File: src/rtl/xcvr_mode_pkg.sv
package xcvr_mode_pkg;

   typedef enum logic [1:0] {
      MODE_OFF  = 2'b00,
      MODE_STBY = 2'b01,
      MODE_NORM = 2'b10
   } xcvr_mode_e;

   // width of a counter that runs from 0 to lim-1
   function automatic int unsigned cnt_width(input int unsigned lim);
      return (lim < 2) ? 1 : $clog2(lim);
   endfunction

endpackage

File: src/rtl/xcvr_sync_chain.sv
module xcvr_sync_chain #(
   parameter int unsigned WIDTH  = 1,
   parameter int unsigned STAGES = 2
) (
   input  logic             clk,
   input  logic             rst_n,
   input  logic [WIDTH-1:0] d_i,
   output logic [WIDTH-1:0] q_o
);

   if (STAGES < 2) begin : g_bad_stages
      $error("xcvr_sync_chain: STAGES must be at least 2");
   end

   logic [WIDTH-1:0] stg [STAGES];

   for (genvar i = 0; i < STAGES; i++) begin : g_stage
      if (i == 0) begin : g_first
         always_ff @(posedge clk or negedge rst_n) begin
            if (!rst_n) stg[i] <= '0;
            else        stg[i] <= d_i;
         end
      end else begin : g_next
         always_ff @(posedge clk or negedge rst_n) begin
            if (!rst_n) stg[i] <= '0;
            else        stg[i] <= stg[i-1];
         end
      end
   end

   assign q_o = stg[STAGES-1];

endmodule

File: src/rtl/xcvr_uv_filter.sv
module xcvr_uv_filter
   import xcvr_mode_pkg::*;
#(
   parameter int unsigned DET_CYC = 16,
   parameter int unsigned REC_CYC = 24
) (
   input  logic clk,
   input  logic rst_n,
   input  logic below_i,
   input  logic above_i,
   output logic uv_flag_o
);

   if (DET_CYC < 1 || REC_CYC < 1) begin : g_bad_window
      $error("xcvr_uv_filter: filter windows must be at least 1");
   end

   localparam int unsigned MAX_CYC = (DET_CYC > REC_CYC) ? DET_CYC : REC_CYC;
   localparam int unsigned CW      = cnt_width(MAX_CYC);

   logic          flag_q;
   logic [CW-1:0] cnt_q;
   logic          watch;
   logic [CW-1:0] lim_m1;

   // a set flag waits for recovery, a clear flag waits for a fault
   assign watch  = flag_q ? above_i : below_i;
   assign lim_m1 = flag_q ? CW'(REC_CYC - 1) : CW'(DET_CYC - 1);

   always_ff @(posedge clk or negedge rst_n) begin
      if (!rst_n) begin
         flag_q <= 1'b1;
         cnt_q  <= '0;
      end else if (!watch) begin
         cnt_q  <= '0;
      end else if (cnt_q == lim_m1) begin
         flag_q <= ~flag_q;
         cnt_q  <= '0;
      end else begin
         cnt_q  <= cnt_q + 1'b1;
      end
   end

   assign uv_flag_o = flag_q;

   p_cnt_bound_r2: assert property (@(posedge clk) disable iff (!rst_n)
      cnt_q <= lim_m1);
   p_set_needs_below_r2: assert property (@(posedge clk) disable iff (!rst_n)
      $rose(flag_q) |-> $past(below_i));
   p_clear_needs_above_r12: assert property (@(posedge clk) disable iff (!rst_n)
      $fell(flag_q) |-> $past(above_i));

endmodule

File: src/rtl/xcvr_pin_debounce.sv
module xcvr_pin_debounce
   import xcvr_mode_pkg::*;
#(
   parameter int unsigned NORM_CYC = 4,
   parameter int unsigned LP_CYC   = 8
) (
   input  logic clk,
   input  logic rst_n,
   input  logic pin_i,
   input  logic fast_i,
   output logic level_o
);

   if (NORM_CYC < 1 || LP_CYC < 1) begin : g_bad_window
      $error("xcvr_pin_debounce: debounce windows must be at least 1");
   end

   localparam int unsigned MAX_CYC = (NORM_CYC > LP_CYC) ? NORM_CYC : LP_CYC;
   localparam int unsigned CW      = cnt_width(MAX_CYC);

   logic          level_q;
   logic [CW-1:0] cnt_q;
   logic [CW-1:0] lim_m1;

   assign lim_m1 = fast_i ? CW'(NORM_CYC - 1) : CW'(LP_CYC - 1);

   always_ff @(posedge clk or negedge rst_n) begin
      if (!rst_n) begin
         level_q <= 1'b0;
         cnt_q   <= '0;
      end else if (pin_i == level_q) begin
         cnt_q   <= '0;
      end else if (cnt_q >= lim_m1) begin
         level_q <= pin_i;
         cnt_q   <= '0;
      end else begin
         cnt_q   <= cnt_q + 1'b1;
      end
   end

   assign level_o = level_q;

   p_db_follows_pin_r9: assert property (@(posedge clk) disable iff (!rst_n)
      (level_q != $past(level_q)) |-> ($past(pin_i) == level_q));

endmodule

File: src/rtl/xcvr_mode_ctrl.sv
module xcvr_mode_ctrl
   import xcvr_mode_pkg::*;
#(
   parameter int unsigned UV_DET_CYC  = 16,
   parameter int unsigned UV_REC_CYC  = 24,
   parameter int unsigned DB_NORM_CYC = 4,
   parameter int unsigned DB_LP_CYC   = 8,
   parameter int unsigned SYNC_STAGES = 2
) (
   input  logic       clk,
   input  logic       rst_n,
   input  logic       stby_n_i,
   input  logic       core_below_i,
   input  logic       core_above_i,
   input  logic       io_below_i,
   input  logic       io_above_i,
   input  logic       rxd_i,
   input  logic       err_n_i,
   output logic [1:0] mode_o,
   output logic       tx_allow_o,
   output logic       rx_allow_o,
   output logic       term_gnd_o,
   output logic       bus_hiz_o,
   output logic       pwr_on_o,
   output logic       rxd_o,
   output logic       err_n_o
);

   localparam int unsigned N_ASYNC = 5;

   logic [N_ASYNC-1:0] raw_in, syn_in;
   logic               core_uv, io_uv, stby_db;
   xcvr_mode_e         mode_q, mode_d;
   logic               pwr_on_q;

   assign raw_in = {stby_n_i, io_above_i, io_below_i, core_above_i, core_below_i};

   xcvr_sync_chain #(.WIDTH(N_ASYNC), .STAGES(SYNC_STAGES)) u_sync (
      .clk (clk), .rst_n (rst_n), .d_i (raw_in), .q_o (syn_in)
   );

   xcvr_uv_filter #(.DET_CYC(UV_DET_CYC), .REC_CYC(UV_REC_CYC)) u_core_filt (
      .clk (clk), .rst_n (rst_n),
      .below_i (syn_in[0]), .above_i (syn_in[1]), .uv_flag_o (core_uv)
   );

   xcvr_uv_filter #(.DET_CYC(UV_DET_CYC), .REC_CYC(UV_REC_CYC)) u_io_filt (
      .clk (clk), .rst_n (rst_n),
      .below_i (syn_in[2]), .above_i (syn_in[3]), .uv_flag_o (io_uv)
   );

   xcvr_pin_debounce #(.NORM_CYC(DB_NORM_CYC), .LP_CYC(DB_LP_CYC)) u_pin_db (
      .clk (clk), .rst_n (rst_n), .pin_i (syn_in[4]),
      .fast_i (mode_q == MODE_NORM), .level_o (stby_db)
   );

   // priority: core fault, exit from off, I/O fault, host pin
   always_comb begin
      if (core_uv)                 mode_d = MODE_OFF;
      else if (mode_q == MODE_OFF) mode_d = MODE_STBY;
      else if (io_uv)              mode_d = MODE_STBY;
      else if (stby_db)            mode_d = MODE_NORM;
      else                         mode_d = MODE_STBY;
   end

   always_ff @(posedge clk or negedge rst_n) begin
      if (!rst_n) begin
         mode_q   <= MODE_OFF;
         pwr_on_q <= 1'b0;
      end else begin
         mode_q <= mode_d;
         if (mode_q == MODE_OFF && mode_d != MODE_OFF)
            pwr_on_q <= 1'b1;
         else if (mode_q == MODE_NORM && mode_d != MODE_NORM)
            pwr_on_q <= 1'b0;
      end
   end

   assign mode_o     = mode_q;
   assign tx_allow_o = (mode_q == MODE_NORM);
   assign rx_allow_o = (mode_q == MODE_NORM);
   assign term_gnd_o = (mode_q == MODE_STBY);
   assign bus_hiz_o  = (mode_q == MODE_OFF);
   assign pwr_on_o   = pwr_on_q;
   assign rxd_o      = (mode_q == MODE_NORM) ? rxd_i : 1'b1;
   assign err_n_o    = (mode_q == MODE_OFF) ? 1'b0 : err_n_i;

   p_legal_mode_r1: assert property (@(posedge clk) disable iff (!rst_n)
      $onehot({mode_q == MODE_OFF, mode_q == MODE_STBY, mode_q == MODE_NORM}));
   p_core_forces_off_r3: assert property (@(posedge clk) disable iff (!rst_n)
      core_uv |=> (mode_q == MODE_OFF));
   p_io_forces_stby_r4: assert property (@(posedge clk) disable iff (!rst_n)
      (!core_uv && io_uv && mode_q != MODE_OFF) |=> (mode_q == MODE_STBY));
   p_off_exit_stby_r5: assert property (@(posedge clk) disable iff (!rst_n)
      (mode_q == MODE_OFF) |=> (mode_q != MODE_NORM));
   p_pin_select_r6: assert property (@(posedge clk) disable iff (!rst_n)
      (!core_uv && !io_uv && mode_q != MODE_OFF)
      |=> (mode_q == ($past(stby_db) ? MODE_NORM : MODE_STBY)));
   p_pwron_set_r8: assert property (@(posedge clk) disable iff (!rst_n)
      ($past(mode_q) == MODE_OFF && mode_q != MODE_OFF) |-> pwr_on_q);
   p_pwron_clear_r8: assert property (@(posedge clk) disable iff (!rst_n)
      ($past(mode_q) == MODE_NORM && mode_q != MODE_NORM) |-> !pwr_on_q);

endmodule

File: config.mk
export PLATFORM = sky130hd
export DESIGN_NAME = xcvr_mode_ctrl
export DESIGN_NICKNAME = d
export VERILOG_FILES = /design/src/rtl/xcvr_mode_pkg.sv /design/src/rtl/xcvr_sync_chain.sv /design/src/rtl/xcvr_uv_filter.sv /design/src/rtl/xcvr_pin_debounce.sv /design/src/rtl/xcvr_mode_ctrl.sv
export SDC_FILE = /design/constraint.sdc
export NUM_CORES = 1
export LEC_CHECK = 0
export BUFFER_PORTS_ARGS = -buffer_cell sky130_fd_sc_hd__buf_4
export CORE_MARGIN = 8
export CORE_UTILIZATION = 45
export CTS_CLUSTER_SIZE = 14
export DETAILED_ROUTE_END_ITERATION = 16
export HOLD_SLACK_MARGIN = 0.03
export PLACE_DENSITY = 0.63
export SYNTH_ARGS = -nofsm -noshare
export SYNTH_HDL_FRONTEND = slang
export SYNTH_SLANG_ARGS = --single-unit
File: constraint.sdc
create_clock -name clk -period 3.6 [get_ports clk]
set_input_delay 0.36 -clock clk [delete_from_list [all_inputs] [get_ports clk]]
set_output_delay 0.36 -clock clk [all_outputs]
set_load 0.005 [all_outputs]
==> run summary, run 1 <==
## Status
* result of the run: complete, no violations

## Place
* pre-CTS worst setup slack: 1948 ps
* Routability Congestion: 0.7397
* post-detail-place hpwl: 1395 µm
* count of port buffers added during placement: 17

## Timing
* period utilization: 45.46%
* final-report hold violation count: 0
* crit path time final: 1637 ps
* final setup margin: 1963 ps
* final hold slack: 151.3 ps
* setup repair after global routing missed its margin: false
* Achievable Freq: 611.0 MHz
* worst clock skew on the final layout: 8.518 ps
* Max transition margin: 71.53%
* final sum of negative setup slack: 0 ps
* count of pins over their slew limit: 0
* worst slew pin tran: 415.1 ps
* setup-violating endpoint count in the final report: 0

## Routing
* DRC violations left: 0
* violation count after the first detailed-routing iteration: 21
* total iterations of the first detailed-routing run: 4
* average routed wire per standard cell: 12.00 µm
* via count: 797
* Avg Vias per Cell: 5.175
* overall routed net length: 1848 µm
* Antenna Violating Nets Remaining: 0

## Clock tree
* clock sinks: 29
* post-CTS sizing: 0
* H-tree lvl count: 2
* Inserted Clock Buffers: 5
* Hold Buf Count CTS: 1
* Root Buffer: clkbuf_4
* Clock Pin Slew Worst Setup and Hold Paths: 80 ps
* CTS max path bufs: 2
* CTS tree: done
* number of buffers inserted by post-CTS setup repair: 0
* insertion delay to the later sink of the worst-skew pair: 310 ps

## Yosys
* portion of synthesized cell area occupied by the leading cell type: 56.02%
* number of enable flip-flop cells after synthesis: 0
* synth cell count leaders: dfrtp_1, nor2_1, a21oi_1, nor2b_1
* cell accounting for the most synthesized area: dfrtp_1
* Primary FF master, synth: dfrtp_1
* top area cells in the synthesized netlist: dfrtp_1, dfstp_2, ha_1, nor2b_1, a21oi_1
* instance count of the mapped netlist: 101
* proportion of synthesized flip-flops having asynchronous set or reset: 100.0%
* Post-Syn Nets: 114
* synth warn: 0
* Avg Synthesized Cell Area: 11.94 µm²
* number of register bits inferred by synthesis: 29
* Post-Syn Area: 0.001206 mm²
* sequential cell area fraction in the yosys report: 60.37%
* Cell variety after synth: 29
* most repeated cell in the gate-level netlist after synthesis: dfrtp_1

## Critical path
* delay of the slowest cell on the worst path: 380 ps
* arrival time at the worst endpoint: 1840 ps
* required time of the worst setup path: 3800 ps
* R2R Path End: u_pin_db.level_o$_DFFE_PN0P_
* kind of capture point of the worst setup path: flip-flop
* critical-path cell list: nor2b_1 -> ha_1 -> a21oi_1 -> nand2_1 -> mux2_2
* WS Path Type: reg2reg
* worst r2r src: mode_o[1]$_DFF_PN0_
* cell with the largest stage delay on the worst path: dfrtp_1
* largest fanout on the critical path: 5
* r2r worst-path depth: 5
* Worst R2R Setup Slack: 1960 ps
* sort of element at the start of the critical path: flip-flop

## Hold path
* Hold Crit Endpoint: u_sync.stg[8]$_DFF_PN0_
* Cells on Worst Hold Path: 1
* Min-Delay Path Class: in2reg
* startpoint of the worst hold path: io_above_i

## Power
* Cell Pwr Density: 490.3 mW/mm²
* static leakage power: 0.6228 nW
* VDD IR max: 0.2947 mV
* PnR Total Power: 686.4 µW

## Finish
* final layout net count: 136
* area grow syn2layout: 16.08%
* Util after Layout: 56.01%
* fraction of layout cells with a size suffix above 1: 22.58%
* total of fill cells in the finished design: 227
* antenna cell count: 0

## GRT
* first-pass GRT wire length: 3374 µm
* maximum number of pins on one net before global-route repair: 30
* Total GRT Usage: 10.12%
* GRT Residual Overflow: 0
* vias in the first global route: 744
* initial antenna violation count: 0

## Run
* number of max-cap violations: 0

## Die
* die height: 67.77 µm
* number of placed I/O pins: 18
* Die ar.: 0.004593 mm²
* Die X: 67.77 µm
* starting utilization of the core area: 48.25%
* FP Rows: 18
* floorplan core area: 0.002500 mm²

[registers in the layout, summed over array words and instances, names as in the netlist]
register and count:
u_core_filt.cnt_q 5, mode_o 2, u_pin_db.cnt_q 3, u_pin_db.level_o 1
u_sync.stg 5, u_io_filt.uv_flag_o 1, u_sync.q_o 5, u_core_filt.uv_flag_o 1
u_io_filt.cnt_q 5, pwr_on_o 1
[power breakdown]
| group | internal [mW] | total, mW | switching, mW |
|---|---|---|---|
| Combinational | 0.0693 | 0.122 | 0.0525 |
| Sequential | 0.363 | 0.391 | 0.0282 |
| Clock | 0.0776 | 0.173 | 0.0957 |
[per-stage QoR]
step	instance area, µm²	std cells
3_3_place_gp	1341	145
3_5_place_dp	1341	145
6_report	1400	154
5_1_grt	1400	154
2_1_floorplan	1206	101
4_1_cts	1400	154
[how the worst max path moves through the flow]
| stage | startpoint | endpoint | slack (ps) | depth (start not counted) |
|---|---|---|---|---|
| 6_report | mode_o[1]$_DFF_PN0_ | u_pin_db.level_o$_DFFE_PN0P_ | 1960 | 5 |
| 5_1_grt | mode_o[1]$_DFF_PN0_ | rxd_o | 1840 | 3 |
| 4_1_cts | mode_o[1]$_DFF_PN0_ | rxd_o | 1940 | 3 |
| 3_5_place_dp | mode_o[1]$_DFF_PN0_ | u_pin_db.level_o$_DFFE_PN0P_ | 1950 | 5 |
| 3_3_place_gp | mode_o[1]$_DFF_PN0_ | u_pin_db.level_o$_DFFE_PN0P_ | 2010 | 5 |
| 2_1_floorplan | mode_o[1]$_DFF_PN0_ | u_pin_db.level_o$_DFFE_PN0P_ | 2030 | 5 |
[cell families after synthesis]
group                      count (synthesis)  synth area share (%)
buffers and inverters                      6                 3.423
adders and majority gates                  4                 4.150
xor gates and xnor gates                   6                 4.358
and+or+nand+nor                           39                 17.95
muxes                                      4                 3.423
AOI/OAI and AO/OA                         13                 6.328
DFF                                       29                 60.37
[cells in the final DEF (no fill, tap or decap), drive strengths merged]
cell type / netlist / routed
dfrtp: 27 / 27
buf: 3 / 17
nand2b: 2 / 2
mux2i: 3 / 3
inv: 3 / 3
nand2: 5 / 5
a31oi: 1 / 1
or3: 1 / 1
o22ai: 2 / 2
o21ai: 2 / 2
dlygate4sd3: 0 / 1
and3: 1 / 1
nand3b: 3 / 3
xnor2: 3 / 3
nand4b: 1 / 1
nand3: 4 / 4
nor3: 4 / 4
nand4: 1 / 1
dfstp: 2 / 2
nor2b: 6 / 6
nor2: 8 / 8
clkbuf: 0 / 8
nor3b: 1 / 1
xor2: 3 / 3
ha: 4 / 4
or3b: 2 / 2
mux2: 1 / 1
a21oi: 8 / 8
[metal layers]
metal	GRT usage, %	up-vias	wire [µm]
li1	-	389	-
met4	5.371	0	33
met5	0	-	0
met3	6.623	4	180
met1	12.50	381	839
met2	13.02	23	795
[final cells by class]
class                   instances  area, µm²  area share, %
multi-input cells              66      436.7          31.19
repair buffers                 18      137.6          9.830
inverters                       3      11.26         0.8043
flip-flops and latches         29      728.2          52.01
clock buffers                   8      48.80          3.485
well taps                      30      37.54          2.681
[critical path: cells and delay by family (launching register included)]
kind	cells	cell delay, ps
and+or+nand+nor	2	410
DFF	1	380
adders and majority gates	1	300
muxes	1	260
AOI/OAI and AO/OA	1	180
Note: power is estimated with default switching activity, not from simulation.
==> inputs of run 2 (changes only) <==
--- a/config.mk
+++ b/config.mk
@@ -11,7 +11,7 @@
 export CTS_CLUSTER_SIZE = 14
 export DETAILED_ROUTE_END_ITERATION = 16
 export HOLD_SLACK_MARGIN = 0.03
-export PLACE_DENSITY = 0.63
+export PLACE_DENSITY = 0.66
 export SYNTH_ARGS = -nofsm -noshare
 export SYNTH_HDL_FRONTEND = slang
 export SYNTH_SLANG_ARGS = --single-unit
==> constraint.sdc (replaced) <==
create_clock -name clk -period 1.5 [get_ports clk]
set_input_delay 0.15 -clock clk [delete_from_list [all_inputs] [get_ports clk]]
set_output_delay 0.15 -clock clk [all_outputs]
set_load 0.005 [all_outputs]
==> run 2 against run 1 <==
  * Clock-buffer cell count down 1
  * Critical path depth unchanged
  * Combinational power rose to 2.6 times the previous value
  * Clock power rose to 3.7 times the previous value
  * Register-to-register slack worse by 1900 ps
  * Total power rose to 2.8 times the previous value
  * Flip-flop and latch count unchanged
  * Sequential share of layout area down 3.7 points
  * Fmax up 13%
  * Hold slack better by 130 ps
  * Core utilization up 4.3 points
  * First-iteration DRC count up 48%
  * Largest cell class unchanged
  * Largest power group unchanged
==> run summary, run 2 (synthesis results as in run 1) <==
## Routing
* Antenna Violating Nets Remaining: 0
* length of routed met3 wiring: 152 µm
* Avg Vias per Cell: 5.037
* DRC violations left: 0
* violation count after the first detailed-routing iteration: 31
* topmost layer with routed signal wires: met4
* total iterations of the first detailed-routing run: 4
* metal1 wirelength: 849 µm
* overall routed net length: 1944 µm
* average routed wire per standard cell: 12.07 µm
* via count: 811
* Detail Route met2 WL: 901 µm

## Clock tree
* Inserted Clock Buffers: 5
* H-tree lvl count: 2
* CTS max path bufs: 2
* Clock Pin Slew Worst Setup and Hold Paths: 90 ps
* insertion delay to the later sink of the worst-skew pair: 310 ps
* Root Buffer: clkbuf_4
* clock sinks: 29
* number of buffers inserted by post-CTS setup repair: 0
* CTS tree: done

## GRT
* Total GRT Usage: 10.18%
* first-pass GRT wire length: 3387 µm
* maximum number of pins on one net before global-route repair: 30
* vias in the first global route: 823
* initial antenna violation count: 0
* GRT Residual Overflow: 0

## Timing
* setup-violating endpoint count in the final report: 0
* Max transition margin: 72.87%
* worst clock skew on the final layout: 11.97 ps
* Achievable Freq: 689.0 MHz
* period utilization: 96.77%
* crit path time final: 1451 ps
* final setup margin: 48.52 ps
* count of pins over their slew limit: 0
* final-report hold violation count: 0
* worst slew pin tran: 395.6 ps
* final sum of negative setup slack: 0 ps
* setup repair after global routing missed its margin: false

## Critical path
* kind of capture point of the worst setup path: flip-flop
* launching instance or port of the critical path: mode_o[1]$_DFF_PN0_
* arrival time at the worst endpoint: 1650 ps
* largest fanout on the critical path: 2
* critical-path cell list: nor2b_2 -> ha_1 -> a21oi_1 -> nand2_1 -> mux2_2
* cell with the largest stage delay on the worst path: dfrtp_1
* delay of the slowest cell on the worst path: 370 ps
* WS Path Type: reg2reg
* sort of element at the start of the critical path: flip-flop
* cell family with the largest share of critical-path delay: flip-flops
* required time of the worst setup path: 1700 ps
* worst r2r src: mode_o[1]$_DFF_PN0_
* count of buffering cells on the critical path with inverters included: 0

## Finish
* commonest non-fill, non-tap cell in the layout: dfrtp_1
* final layout net count: 143
* leading cell types in the layout, fill and taps excluded: dfrtp_1, buf_4, nor2_1
* antenna cell count: 0
* non-filler instance count after layout: 161
* area grow syn2layout: 24.90%
* fraction of layout cells with a size suffix above 1: 25.95%

## Die
* number of placed I/O pins: 18
* die height: 67.77 µm
* FP Rows: 18
* Die X: 67.77 µm
* Die ar.: 0.004593 mm²
* starting utilization of the core area: 48.25%
* floorplan core area: 0.002500 mm²

## Place
* count of port buffers added during placement: 17
* Routability Congestion: 0.7851
* cell count after placement: 147
* pre-CTS worst setup slack: 50.57 ps
* post-detail-place hpwl: 1427 µm

## Power
* VDD IR max: 0.9436 mV
* Cell Pwr Density: 1265 mW/mm²
* static leakage power: 0.6732 nW

## Hold path
* Min-Delay Path Class: in2async

## Run
* number of max-cap violations: 0

## Status
* result of the run: complete, no violations

==> run 2: changes by cell type in the layout (fill, tap and decap cells not counted), sizes merged <==
cell / previous run / this run
bufinv: 0 / 1
clkbuf: 8 / 7
dlygate4sd3: 1 / 6
buf: 17 / 19
==> run 2: final timing paths <==
check / end / slack, ps / cells after the start
worst max-delay path: u_pin_db.level_o$_DFFE_PN0P_ / 50 / 5
worst min-delay path: pwr_on_o$_DFFE_PN0P_ / 280 / 2
worst max register to register: u_pin_db.level_o$_DFFE_PN0P_ / 50 / 5
worst min register to register: u_sync.q_o[3]$_DFF_PN0_ / 350 / 0
max in group asynchronous: u_core_filt.uv_flag_o$_DFFE_PN1P_ / 910 / 2
min in group clk: u_sync.q_o[3]$_DFF_PN0_ / 350 / 0
==> run 2: final cells by class <==
cell class	count	area [µm²]
fillers	223	993.5
multi-input cells	66	441.7
repair buffers	25	202.7
clock buffers	7	55.05
flip-flops and latches	29	728.2
inverters	3	11.26
clock inverters	1	30.03
well taps	30	37.54
==> run 2: power by group <==
part	total, mW	leakage (nW)	internal [mW]	switching (mW)
Clock	0.642	0.0455	0.398	0.244
Combinational	0.323	0.271	0.187	0.136
Sequential	0.940	0.356	0.871	0.0684
Total	1.91	0.673	1.46	0.448
==> run 2: routing by layer <==
| metal | track usage, % | up-vias |
|---|---|---|
| li1 | - | 406 |
| met1 | 10.42 | 380 |
| met2 | 16.33 | 20 |
| met3 | 5.298 | 5 |
| met4 | 6.138 | 0 |
| met5 | 0 | - |
==> run 2: through the flow <==
stage | util [%] | hold slack (ps) | cell area, µm² | power [mW]
after global placement | 54.35 | 87.98 | 1359 | 1.257
after CTS | 60.16 | 264.6 | 1504 | 1.941
after detailed placement | 54.35 | 88.14 | 1359 | 1.271
after global routing | 60.26 | 281.1 | 1506 | 2.033
after floorplan | - | -145.6 | 1209 | 1.108
final | 60.26 | 284.0 | 1506 | 1.905
==> run 2: what timing repair did <==
| action | in CTS | in global routing |
|---|---|---|
| hold buffers | 6 | 0 |
| endpoints found under the setup margin | 0 | 1 |
| hold endpoints to repair | 34 | 0 |
| gates resized for setup | 0 | 1 |
==> run 2: worst register-to-register path: cells and delay by family (launching register included) <==
kind                       cells  cell delay [ps]
DFF                            1              370
adders and majority gates      1              310
muxes                          1              260
and+or+nand+nor                2              240
AOI/OAI and AO/OA              1              170
